**src/rtl/dma_chan_pkg.sv**
```systemverilog
package dma_chan_pkg;
  localparam int unsigned  BUSY_POS        = 24;
  localparam logic [31:0]  BUSY_MASK       = 32'h0100_0000;
  localparam logic [31:0]  CODE_TO_PERIPH  = 32'h0100_0201;
  localparam logic [31:0]  CODE_FROM_PERIPH = 32'h0100_0200;

  typedef enum logic [1:0] {
    CFG_BASE  = 2'd0,
    CFG_BLOCK = 2'd1,
    CFG_CTRL  = 2'd2,
    CFG_NONE  = 2'd3
  } cfg_sel_e;
endpackage

```
**src/rtl/dma_chan_span.sv**
```systemverilog
module dma_chan_span #(
  parameter int unsigned MEM_WORDS = 4096
) (
  input  logic [31:0] base_q,
  input  logic [31:0] blk_q,
  output logic [31:0] start_addr,
  output logic [31:0] words
);
  localparam logic [31:0] LIMIT = 32'(MEM_WORDS);

  logic [31:0] product;
  logic [31:0] start_word;
  logic [31:0] avail;

  always_comb begin
    product    = {16'd0, blk_q[31:16]} * {16'd0, blk_q[15:0]};
    start_word = {2'b00, base_q[31:2]};
    avail      = (start_word >= LIMIT) ? 32'd0 : (LIMIT - start_word);
    words      = (product < avail) ? product : avail;
    start_addr = {base_q[31:2], 2'b00};
  end
endmodule

```
**src/rtl/dma_chan_regs.sv**
```systemverilog
module dma_chan_regs
  import dma_chan_pkg::*;
(
  input  logic        clk,
  input  logic        rst_n,
  input  logic        cfg_we,
  input  logic [1:0]  cfg_sel,
  input  logic [31:0] cfg_wdata,
  input  logic        fin_valid,
  input  logic [31:0] fin_addr,
  output logic [31:0] base_q,
  output logic [31:0] blk_q,
  output logic [31:0] ctrl_q,
  output logic        launch,
  output logic        reject,
  output logic        cancel
);
  logic busy_now;
  logic wr_ctrl;
  logic go_bit;
  logic known;

  always_comb begin
    busy_now = ctrl_q[BUSY_POS];
    wr_ctrl  = cfg_we && (cfg_sel_e'(cfg_sel) == CFG_CTRL);
    go_bit   = cfg_wdata[BUSY_POS];
    known    = (cfg_wdata == CODE_TO_PERIPH) || (cfg_wdata == CODE_FROM_PERIPH);
    launch   = wr_ctrl && !busy_now && go_bit && known;
    reject   = wr_ctrl && !busy_now && go_bit && !known;
    cancel   = wr_ctrl && busy_now && !go_bit;
  end

  always_ff @(posedge clk) begin
    if (!rst_n) begin
      base_q <= '0;
      blk_q  <= '0;
      ctrl_q <= '0;
    end else begin
      if (cfg_we && !busy_now) begin
        case (cfg_sel_e'(cfg_sel))
          CFG_BASE:  base_q <= cfg_wdata;
          CFG_BLOCK: blk_q  <= cfg_wdata;
          CFG_CTRL:  ctrl_q <= reject ? (cfg_wdata & ~BUSY_MASK) : cfg_wdata;
          default:   ;
        endcase
      end
      if (cancel) ctrl_q <= ctrl_q & ~BUSY_MASK;
      if (fin_valid) begin
        base_q <= fin_addr;
        ctrl_q <= ctrl_q & ~BUSY_MASK;
      end
    end
  end
endmodule

```
**src/rtl/dma_chan_engine.sv**
```systemverilog
module dma_chan_engine #(
  parameter int unsigned DATA_W = 32
) (
  input  logic              clk,
  input  logic              rst_n,
  input  logic              launch,
  input  logic              launch_to_per,
  input  logic [31:0]       launch_addr,
  input  logic [31:0]       launch_words,
  input  logic              cancel,
  input  logic              mem_ready,
  input  logic [DATA_W-1:0] mem_rdata,
  input  logic              per_tx_ready,
  input  logic              per_rx_valid,
  input  logic [DATA_W-1:0] per_rx_data,
  output logic              running,
  output logic              mem_valid,
  output logic              mem_we,
  output logic [31:0]       mem_addr,
  output logic [DATA_W-1:0] mem_wdata,
  output logic              per_tx_valid,
  output logic [DATA_W-1:0] per_tx_data,
  output logic              per_rx_ready,
  output logic              fin_valid,
  output logic [31:0]       fin_addr,
  output logic              fin_irq
);
  logic        to_per_q;
  logic [31:0] remain_q;
  logic [31:0] cur_q;
  logic        pending;
  logic        side_ok;
  logic        move;

  always_comb begin
    pending      = running && (remain_q != 32'd0) && !cancel;
    side_ok      = to_per_q ? per_tx_ready : per_rx_valid;
    mem_valid    = pending && side_ok;
    move         = mem_valid && mem_ready;
    per_tx_valid = pending && to_per_q && mem_ready;
    per_rx_ready = pending && !to_per_q && mem_ready;
    mem_we       = running && !to_per_q;
    mem_addr     = cur_q;
    mem_wdata    = per_rx_data;
    per_tx_data  = mem_rdata;
    fin_valid    = running && ((remain_q == 32'd0) || cancel);
    fin_addr     = cur_q;
    fin_irq      = !cancel;
  end

  always_ff @(posedge clk) begin
    if (!rst_n) begin
      running  <= 1'b0;
      to_per_q <= 1'b0;
      remain_q <= '0;
      cur_q    <= '0;
    end else if (launch) begin
      running  <= 1'b1;
      to_per_q <= launch_to_per;
      remain_q <= launch_words;
      cur_q    <= launch_addr;
    end else if (fin_valid) begin
      running  <= 1'b0;
    end else if (move) begin
      remain_q <= remain_q - 32'd1;
      cur_q    <= cur_q + 32'd4;
    end
  end
endmodule

```
**src/rtl/dma_block_channel.sv**
```systemverilog
module dma_block_channel
  import dma_chan_pkg::*;
#(
  parameter int unsigned DATA_W    = 32,
  parameter int unsigned MEM_WORDS = 4096
) (
  input  logic              clk,
  input  logic              rst_n,
  input  logic              cfg_we,
  input  logic [1:0]        cfg_sel,
  input  logic [31:0]       cfg_wdata,
  output logic [31:0]       reg_base,
  output logic [31:0]       reg_block,
  output logic [31:0]       reg_ctrl,
  output logic              busy,
  output logic              irq,
  output logic              mem_valid,
  output logic              mem_we,
  output logic [31:0]       mem_addr,
  output logic [DATA_W-1:0] mem_wdata,
  input  logic              mem_ready,
  input  logic [DATA_W-1:0] mem_rdata,
  output logic              per_tx_valid,
  output logic [DATA_W-1:0] per_tx_data,
  input  logic              per_tx_ready,
  input  logic              per_rx_valid,
  input  logic [DATA_W-1:0] per_rx_data,
  output logic              per_rx_ready
);
  logic        launch, reject, cancel;
  logic        fin_valid, fin_irq;
  logic [31:0] fin_addr;
  logic [31:0] span_addr, span_words;
  logic        eng_running;
  logic        irq_q;

  dma_chan_regs u_regs (
    .clk(clk), .rst_n(rst_n),
    .cfg_we(cfg_we), .cfg_sel(cfg_sel), .cfg_wdata(cfg_wdata),
    .fin_valid(fin_valid), .fin_addr(fin_addr),
    .base_q(reg_base), .blk_q(reg_block), .ctrl_q(reg_ctrl),
    .launch(launch), .reject(reject), .cancel(cancel)
  );

  dma_chan_span #(.MEM_WORDS(MEM_WORDS)) u_span (
    .base_q(reg_base), .blk_q(reg_block),
    .start_addr(span_addr), .words(span_words)
  );

  dma_chan_engine #(.DATA_W(DATA_W)) u_engine (
    .clk(clk), .rst_n(rst_n),
    .launch(launch), .launch_to_per(cfg_wdata[0]),
    .launch_addr(span_addr), .launch_words(span_words),
    .cancel(cancel),
    .mem_ready(mem_ready), .mem_rdata(mem_rdata),
    .per_tx_ready(per_tx_ready), .per_rx_valid(per_rx_valid), .per_rx_data(per_rx_data),
    .running(eng_running),
    .mem_valid(mem_valid), .mem_we(mem_we), .mem_addr(mem_addr), .mem_wdata(mem_wdata),
    .per_tx_valid(per_tx_valid), .per_tx_data(per_tx_data), .per_rx_ready(per_rx_ready),
    .fin_valid(fin_valid), .fin_addr(fin_addr), .fin_irq(fin_irq)
  );

  always_ff @(posedge clk) begin
    if (!rst_n) irq_q <= 1'b0;
    else        irq_q <= (fin_valid && fin_irq) || reject;
  end

  assign irq  = irq_q;
  assign busy = reg_ctrl[BUSY_POS];
endmodule

```
**config.mk**
```make
export PLATFORM = sky130hd
export DESIGN_NAME = dma_block_channel
export DESIGN_NICKNAME = d
export VERILOG_FILES = /design/src/rtl/dma_chan_pkg.sv /design/src/rtl/dma_chan_span.sv /design/src/rtl/dma_chan_regs.sv /design/src/rtl/dma_chan_engine.sv /design/src/rtl/dma_block_channel.sv
export SDC_FILE = /design/constraint.sdc
export NUM_CORES = 1
export LEC_CHECK = 0
export ABC_CLOCK_PERIOD_IN_PS = 16300
export CAP_MARGIN = 20
export CORE_AREA = 5 5 176 178
export CTS_BUF_LIST = sky130_fd_sc_hd__clkbuf_8
export CTS_CLUSTER_DIAMETER = 50
export DETAILED_ROUTE_END_ITERATION = 8
export DIE_AREA = 0 0 181 183
export PLACE_DENSITY = 0.87
export SKIP_CTS_REPAIR_TIMING = 1
export SYNTH_ARGS = -nofsm -noshare
export SYNTH_HDL_FRONTEND = slang
export SYNTH_SLANG_ARGS = --single-unit
export TNS_END_PERCENT = 20
```
**constraint.sdc**
```tcl
create_clock -name clk -period 16.3 [get_ports clk]
set_input_delay 3.26 -clock clk [delete_from_list [all_inputs] [get_ports clk]]
set_output_delay 3.26 -clock clk [all_outputs]
set_load 0.1 [all_outputs]
```
After elaboration in Yosys (flattened, before gate mapping)
Index checks and enable logic that the tools add are counted.
- add/subtract/negate cells: 3
- multipliers: 1
- $lt $le $gt $ge: 2
- equal/unequal tests: 5
- multiplexer cells: 15
- bitwise logic cells: 3
- reduce and logical (&&, ||, !) cells: 42
- operators by type and width (operator ; number):
    2-to-1 mux 32 bit ; 11
    equality test 32 x 25 -> 1 bit (second input constant) ; 2
    adder 32 x 3 -> 32 bit (second input constant) ; 1
    logical NOT 32 bit ; 1
    less-than comparator 32 bit ; 1
    multiplier 16 x 16 -> 32 bit ; 1
    nonzero test 32 bit ; 1
    subtractor 32 x 1 -> 32 bit (second input constant) ; 1
    subtractor 13 x 30 -> 31 bit (first input constant) ; 1
    greater-or-equal comparator 30 x 13 -> 1 bit (second input constant) ; 1
    2-to-1 mux 25 bit ; 1
    logical AND 1 bit ; 19
    AND reduction 2 bit ; 5
    nonzero test 2 bit ; 4
    logical NOT 1 bit ; 5
    AND reduction 4 bit ; 1
    logical OR 1 bit ; 3
    2-to-1 mux 1 bit ; 3
    inverter 1 bit ; 3
    OR reduction 3 bit ; 1
    equality test 2 x 1 -> 1 bit (second input constant) ; 1
    equality test 2 bit (second input constant) ; 1
    logical NOT 2 bit ; 1
    != test 2 bit (second input constant) ; 1
    OR reduction 2 bit ; 1
- flip-flop bits (word level): 163
- input bits: 104
- output and inout bits: 198
- word-level logic and storage cells: 81

Logic depth before layout (Yosys ltp)
- depth after elaboration: 11
- depth in mapped cells: 35
- depth with buffers taken out: 31

By module
From an unflattened synthesis, not the netlist that was laid out.
- cell total of the unflattened synthesis: 2254
- area total of the unflattened synthesis: 18646.6 um^2
- by module, submodules not included (module ; instances ; cells an instance ; area an instance (um^2)):
    dma_chan_span ; 1 ; 1227 ; 10100.9
    dma_chan_engine ; 1 ; 581 ; 4654.5
    dma_chan_regs ; 1 ; 442 ; 3852.4
    dma_block_channel ; 1 ; 4 ; 38.8

Worst setup path before layout
Ideal clock, no wire load.
- path kind: in2out
- start point: in cfg_sel[0]
- end point: out per_rx_ready
- arrival time: 6.024 ns
- data required time: 13.040 ns
- path slack: 7.016 ns
- cell stages on the path: 6
- buffers on the path: 0
- path through: nand3b_1 > nor2_1 > nand2_1 > o21a_1 > nand2_1 > nor3b_1
- word-level cells in the longest chain between the ends: 8
- RTL lines (item ; RTL line ; source):
    from (decl) ; dma_block_channel.sv:10 ; input logic [1:0] cfg_sel,
    equality test 2 bit ; dma_chan_regs.sv:25 ; wr_ctrl = cfg_we && (cfg_sel_e'(cfg_sel) == CFG_CTRL);
    logical AND 1 bit ; dma_chan_regs.sv:25 ;
    logical AND 1 bit (2 in a row) ; dma_chan_regs.sv:30 ; cancel = wr_ctrl && busy_now && !go_bit;
    logical NOT 1 bit ; dma_chan_engine.sv:36 ; pending = running && (remain_q != 32'd0) && !cancel;
    logical AND 1 bit ; dma_chan_engine.sv:36 ;
    logical AND 1 bit (2 in a row) ; dma_chan_engine.sv:41 ; per_rx_ready = pending && !to_per_q && mem_ready;
    to (decl) ; dma_block_channel.sv:28 ; output logic per_rx_ready
Every way passes these cells.

Final worst setup path
- start point: reg u_regs.blk_q[21]
- end point: reg u_engine.remain_q[26]
- word-level cells in the longest chain between the ends: 4
- RTL lines (item ; RTL line ; source):
    from (decl) ; dma_chan_regs.sv:12 ; output logic [31:0] blk_q,
    from (signal assigned) ; dma_chan_regs.sv:42 ; CFG_BLOCK: blk_q <= cfg_wdata;
    multiplier 16 x 16 -> 32 bit (*) ; dma_chan_span.sv:16 ; product = {16'd0, blk_q[31:16]} * {16'd0, blk_q[15:0]};
    less-than comparator 32 bit ; dma_chan_span.sv:19 ; words = (product < avail) ? product : avail;
    2-to-1 mux 32 bit (*) ; dma_chan_span.sv:19 ;
    2-to-1 mux 32 bit (*) ; dma_chan_engine.sv:57 ; end else if (launch) begin
    to (signal assigned) ; dma_chan_engine.sv:60 ; remain_q <= launch_words;
    to (signal assigned) ; dma_chan_engine.sv:65 ; remain_q <= remain_q - 32'd1;
    to (decl) ; dma_chan_engine.sv:29 ; logic [31:0] remain_q;
Mark *: on every way between the ends. The rest lies on a longest branch, timed or not.
A chain may end at the register's enable or synchronous reset.

==> impl_metrics.env <==
export IMPL_outcome="finished, final reports clean"
export IMPL_antenna_found_initial=0
export IMPL_routedWlPerCell_um=20.17
export IMPL_grt_pass1_vias=16085
export IMPL_core_sq_um=29240
export IMPL_ir_drop_mv=0.05401
export IMPL_reg2reg_slack_ps=6640
export IMPL_crit_path_max_incr_delay_ps=830
export IMPL_synth_ff_type="dfxtp_1"
export IMPL_cts_sinks=161
export IMPL_maxCapViolations=0
export IMPL_grt_pass1_wl_um=83030
export IMPL_port_buffers=171
export IMPL_cts_tree="built"
export IMPL_drive_gt1_share_pct=2.845
export IMPL_synth_edf_count=0
export IMPL_drt_initial_drc_count=1834
export IMPL_syn_avg_cell_area_sq_um=8.266
export IMPL_max_freq_ghz=0.1036
export IMPL_synth_cell_types=75
export IMPL_die_x_um=181
export IMPL_synthArstFlopShare_pct=0
export IMPL_clock_path_buffers=2
export IMPL_cp_start_kind="register"
export IMPL_hold_path_class="reg -> reg"
export IMPL_p_leak_nw=8.846
export IMPL_fin_setup_tns_ps=0
export IMPL_num_vias=15794
export IMPL_n_fill_cell=2258
export IMPL_final_common_cell="nand2_1"
export IMPL_worst_pin_slew_ps=1098
export IMPL_cts_clk_slew_worst_paths_ps=100
export IMPL_totalPowerFinal_uw=946.2
export IMPL_slew_headroom_pct=26.78
export IMPL_synthCells=2131
export IMPL_rsz0062_at_grt="false"
export IMPL_rows=63
export IMPL_dp_cells=2536
export IMPL_fin_crit_sh_pct=59.24
export IMPL_track_usage_pct=31.00
export IMPL_dr_pass1_iters=6
export IMPL_drv_slew=0
export IMPL_dp_hpwl_um=39150
export IMPL_finalHoldViolCount=0
export IMPL_ios=302
export IMPL_end_kind="register"
export IMPL_synthMuxAreaShare_pct=2.429
export IMPL_crit_type="reg -> reg"
export IMPL_dieHeight_um=183
export IMPL_crit_path_frequent_cell="fa_1"
export IMPL_setup_violations_final=0
export IMPL_root_buffer="clkbuf_8"
export IMPL_syn2layout_area_growth_pct=10.76
export IMPL_worst_hold_slack_ps=462.2
export IMPL_power_density_nw_per_um2=48.50
export IMPL_critical_path_required_ps=16690
export IMPL_htreeDepth=4
export IMPL_synth_compound_area_share_pct=11.74
export IMPL_synth_xor_xnor_area_share_pct=3.928
export IMPL_nNetsFinal=2603
export IMPL_numCtsBuffers=17
export IMPL_synth_simple_gate_area_share_pct=20.88
export IMPL_globalplace_congestion=0.9546
export IMPL_synthAdderAreaFrac_pct=31.85
export IMPL_initial_core_util_pct=60.23
export IMPL_dieArea_sq_um=33120
export IMPL_finClkSkew_ps=14.65
export IMPL_synth_seq_cells=161
export IMPL_finalCriticalPeriod_ps=9657
export IMPL_slowest_stage="dfxtp_1"
export IMPL_wl_um=51830
export IMPL_critPathArrivalTime_ps=10040
export IMPL_mostFrequentLayoutCells="nand2_1, inv_1, fa_1, clkdlybuf4s50_1, dfxtp_1"
export IMPL_antenna_left=0
export IMPL_worstPathMaxFanout=18
export IMPL_overflow=0
export IMPL_final_cell_count_no_fill=2570
export IMPL_yosys_warnings=0
export IMPL_grt_max_degree=97
export IMPL_drc=0
export IMPL_clk_latency_ps=480
export IMPL_viasPerCell=6.146
export IMPL_fin_ws_ps=6643
export IMPL_syn_area_sq_um=17610
export IMPL_post_place_ws_ps=6785
export IMPL_synth_top_family_by_area="adder cells"
export IMPL_ys_seq_area_share_pct=18.30
==> final cells by class <==
type / instances / area, sq um / share of cell area (%)
tap: 390 / 488.0 / 2.501
timing repair buffer: 184 / 1869 / 9.581
inverter: 262 / 985.9 / 5.054
antenna: 1 / 2.502 / 0.01283
sequential: 161 / 3223 / 16.52
clock inverter: 14 / 170.2 / 0.8722
multi-input combinational: 1541 / 12540 / 64.26
clock buffer: 17 / 234.0 / 1.199
==> synth_stat cells, drive strengths merged (3+ instances only) <==
cell,instances,area [sq um]
xnor2,37,324.1
dfxtp,161,3223
nand2b,11,68.82
buf,79,559.3
o311a,3,30.03
ha,138,1727
nand2,340,1276
nor3,25,135.1
a21o,18,135.1
and2,128,800.8
nand3b,5,37.54
mux2i,36,360.4
a211oi,54,405.4
o21a,8,60.06
a21oi,117,585.6
nor3b,5,37.54
inv,262,983.4
mux2,6,67.56
and4,4,35.03
clkbuf,97,364.1
nand4,29,187.7
nand4b,3,26.28
nor4,21,167.7
o41ai,4,35.03
a31oi,9,56.30
a221oi,7,67.56
nor2b,9,56.30
o211ai,8,60.06
or3,13,81.33
o31ai,6,58.81
o211a,5,50.05
o2bb2ai,3,26.28
and3,17,106.4
nor4b,5,43.79
or4,4,30.03
nor2,109,409.1
xor2,42,367.9
a311oi,8,70.07
nand3,27,135.1
fa,194,3884
o21ai,44,220.2
==> kinds of logic (layout without fill, tap and decap cells) <==
kind of cell | after synthesis | count (layout)
compound gates | 317 | 317
xor+xnor | 79 | 79
fa+ha+maj | 332 | 332
buf+inv | 438 | 477
flops | 161 | 161
mux | 42 | 42
other cells | 2 | 12
simple gates | 760 | 760
==> flip-flops by register name, indices dropped and copies added, names as in the netlist <==
| signal | count |
|---|---|
| u_regs.base_q | 32 |
| u_regs.ctrl_q | 32 |
| u_engine.fin_addr | 30 |
| irq | 1 |
| u_engine.remain_q | 32 |
| u_regs.blk_q | 32 |
| u_engine.to_per_q | 1 |
| u_engine.running | 1 |
==> worst max-delay path, delay by kind of cell, from the launching register on <==
| family | cells | cell delay, ps |
|---|---|---|
| adder cells (fa/ha/maj) | 8 | 3710 |
| AO/OA/AOI/OAI | 10 | 3030 |
| AND/OR/NAND/NOR | 6 | 1540 |
| flip-flops | 1 | 830 |
| buffers and inverters | 5 | 260 |
| XOR/XNOR | 1 | 170 |
==> metal layers <==
layer / share of wire, % / global-route usage, % / vias to the layer above
met5: 0 / 0 / -
met4: 5.1 / 15.43 / 0
met3: 11 / 8.350 / 206
met2: 47 / 50.33 / 975
met1: 37 / 38.51 / 7641
li1: - / - / 6972
==> final timing paths <==
path,start,end,cells past startpoint
hold / removal,u_regs.ctrl_q[25],u_regs.ctrl_q[25],2
hold reg to reg,u_regs.ctrl_q[25],u_regs.ctrl_q[25],2
setup reg to reg,u_regs.blk_q[21],u_engine.remain_q[26],30
setup / recovery,u_regs.blk_q[21],u_engine.remain_q[26],30
==> metrics by stage <==
step,util (%),cell area (sq um)
after floorplan,-,17650
after CTS,66.52,19450
after global placement,65.04,19020
after detailed placement,65.14,19050
after global routing,66.71,19510
final,66.71,19510
==> where the power goes <==
part	leakage, nW	internal (mW)	switching, mW
Sequential	1.30	0.401	0.0218
Clock	0.205	0.141	0.177
Combinational	7.34	0.0621	0.143
Total	8.85	0.604	0.342
Power figures use the tool's default switching activity.
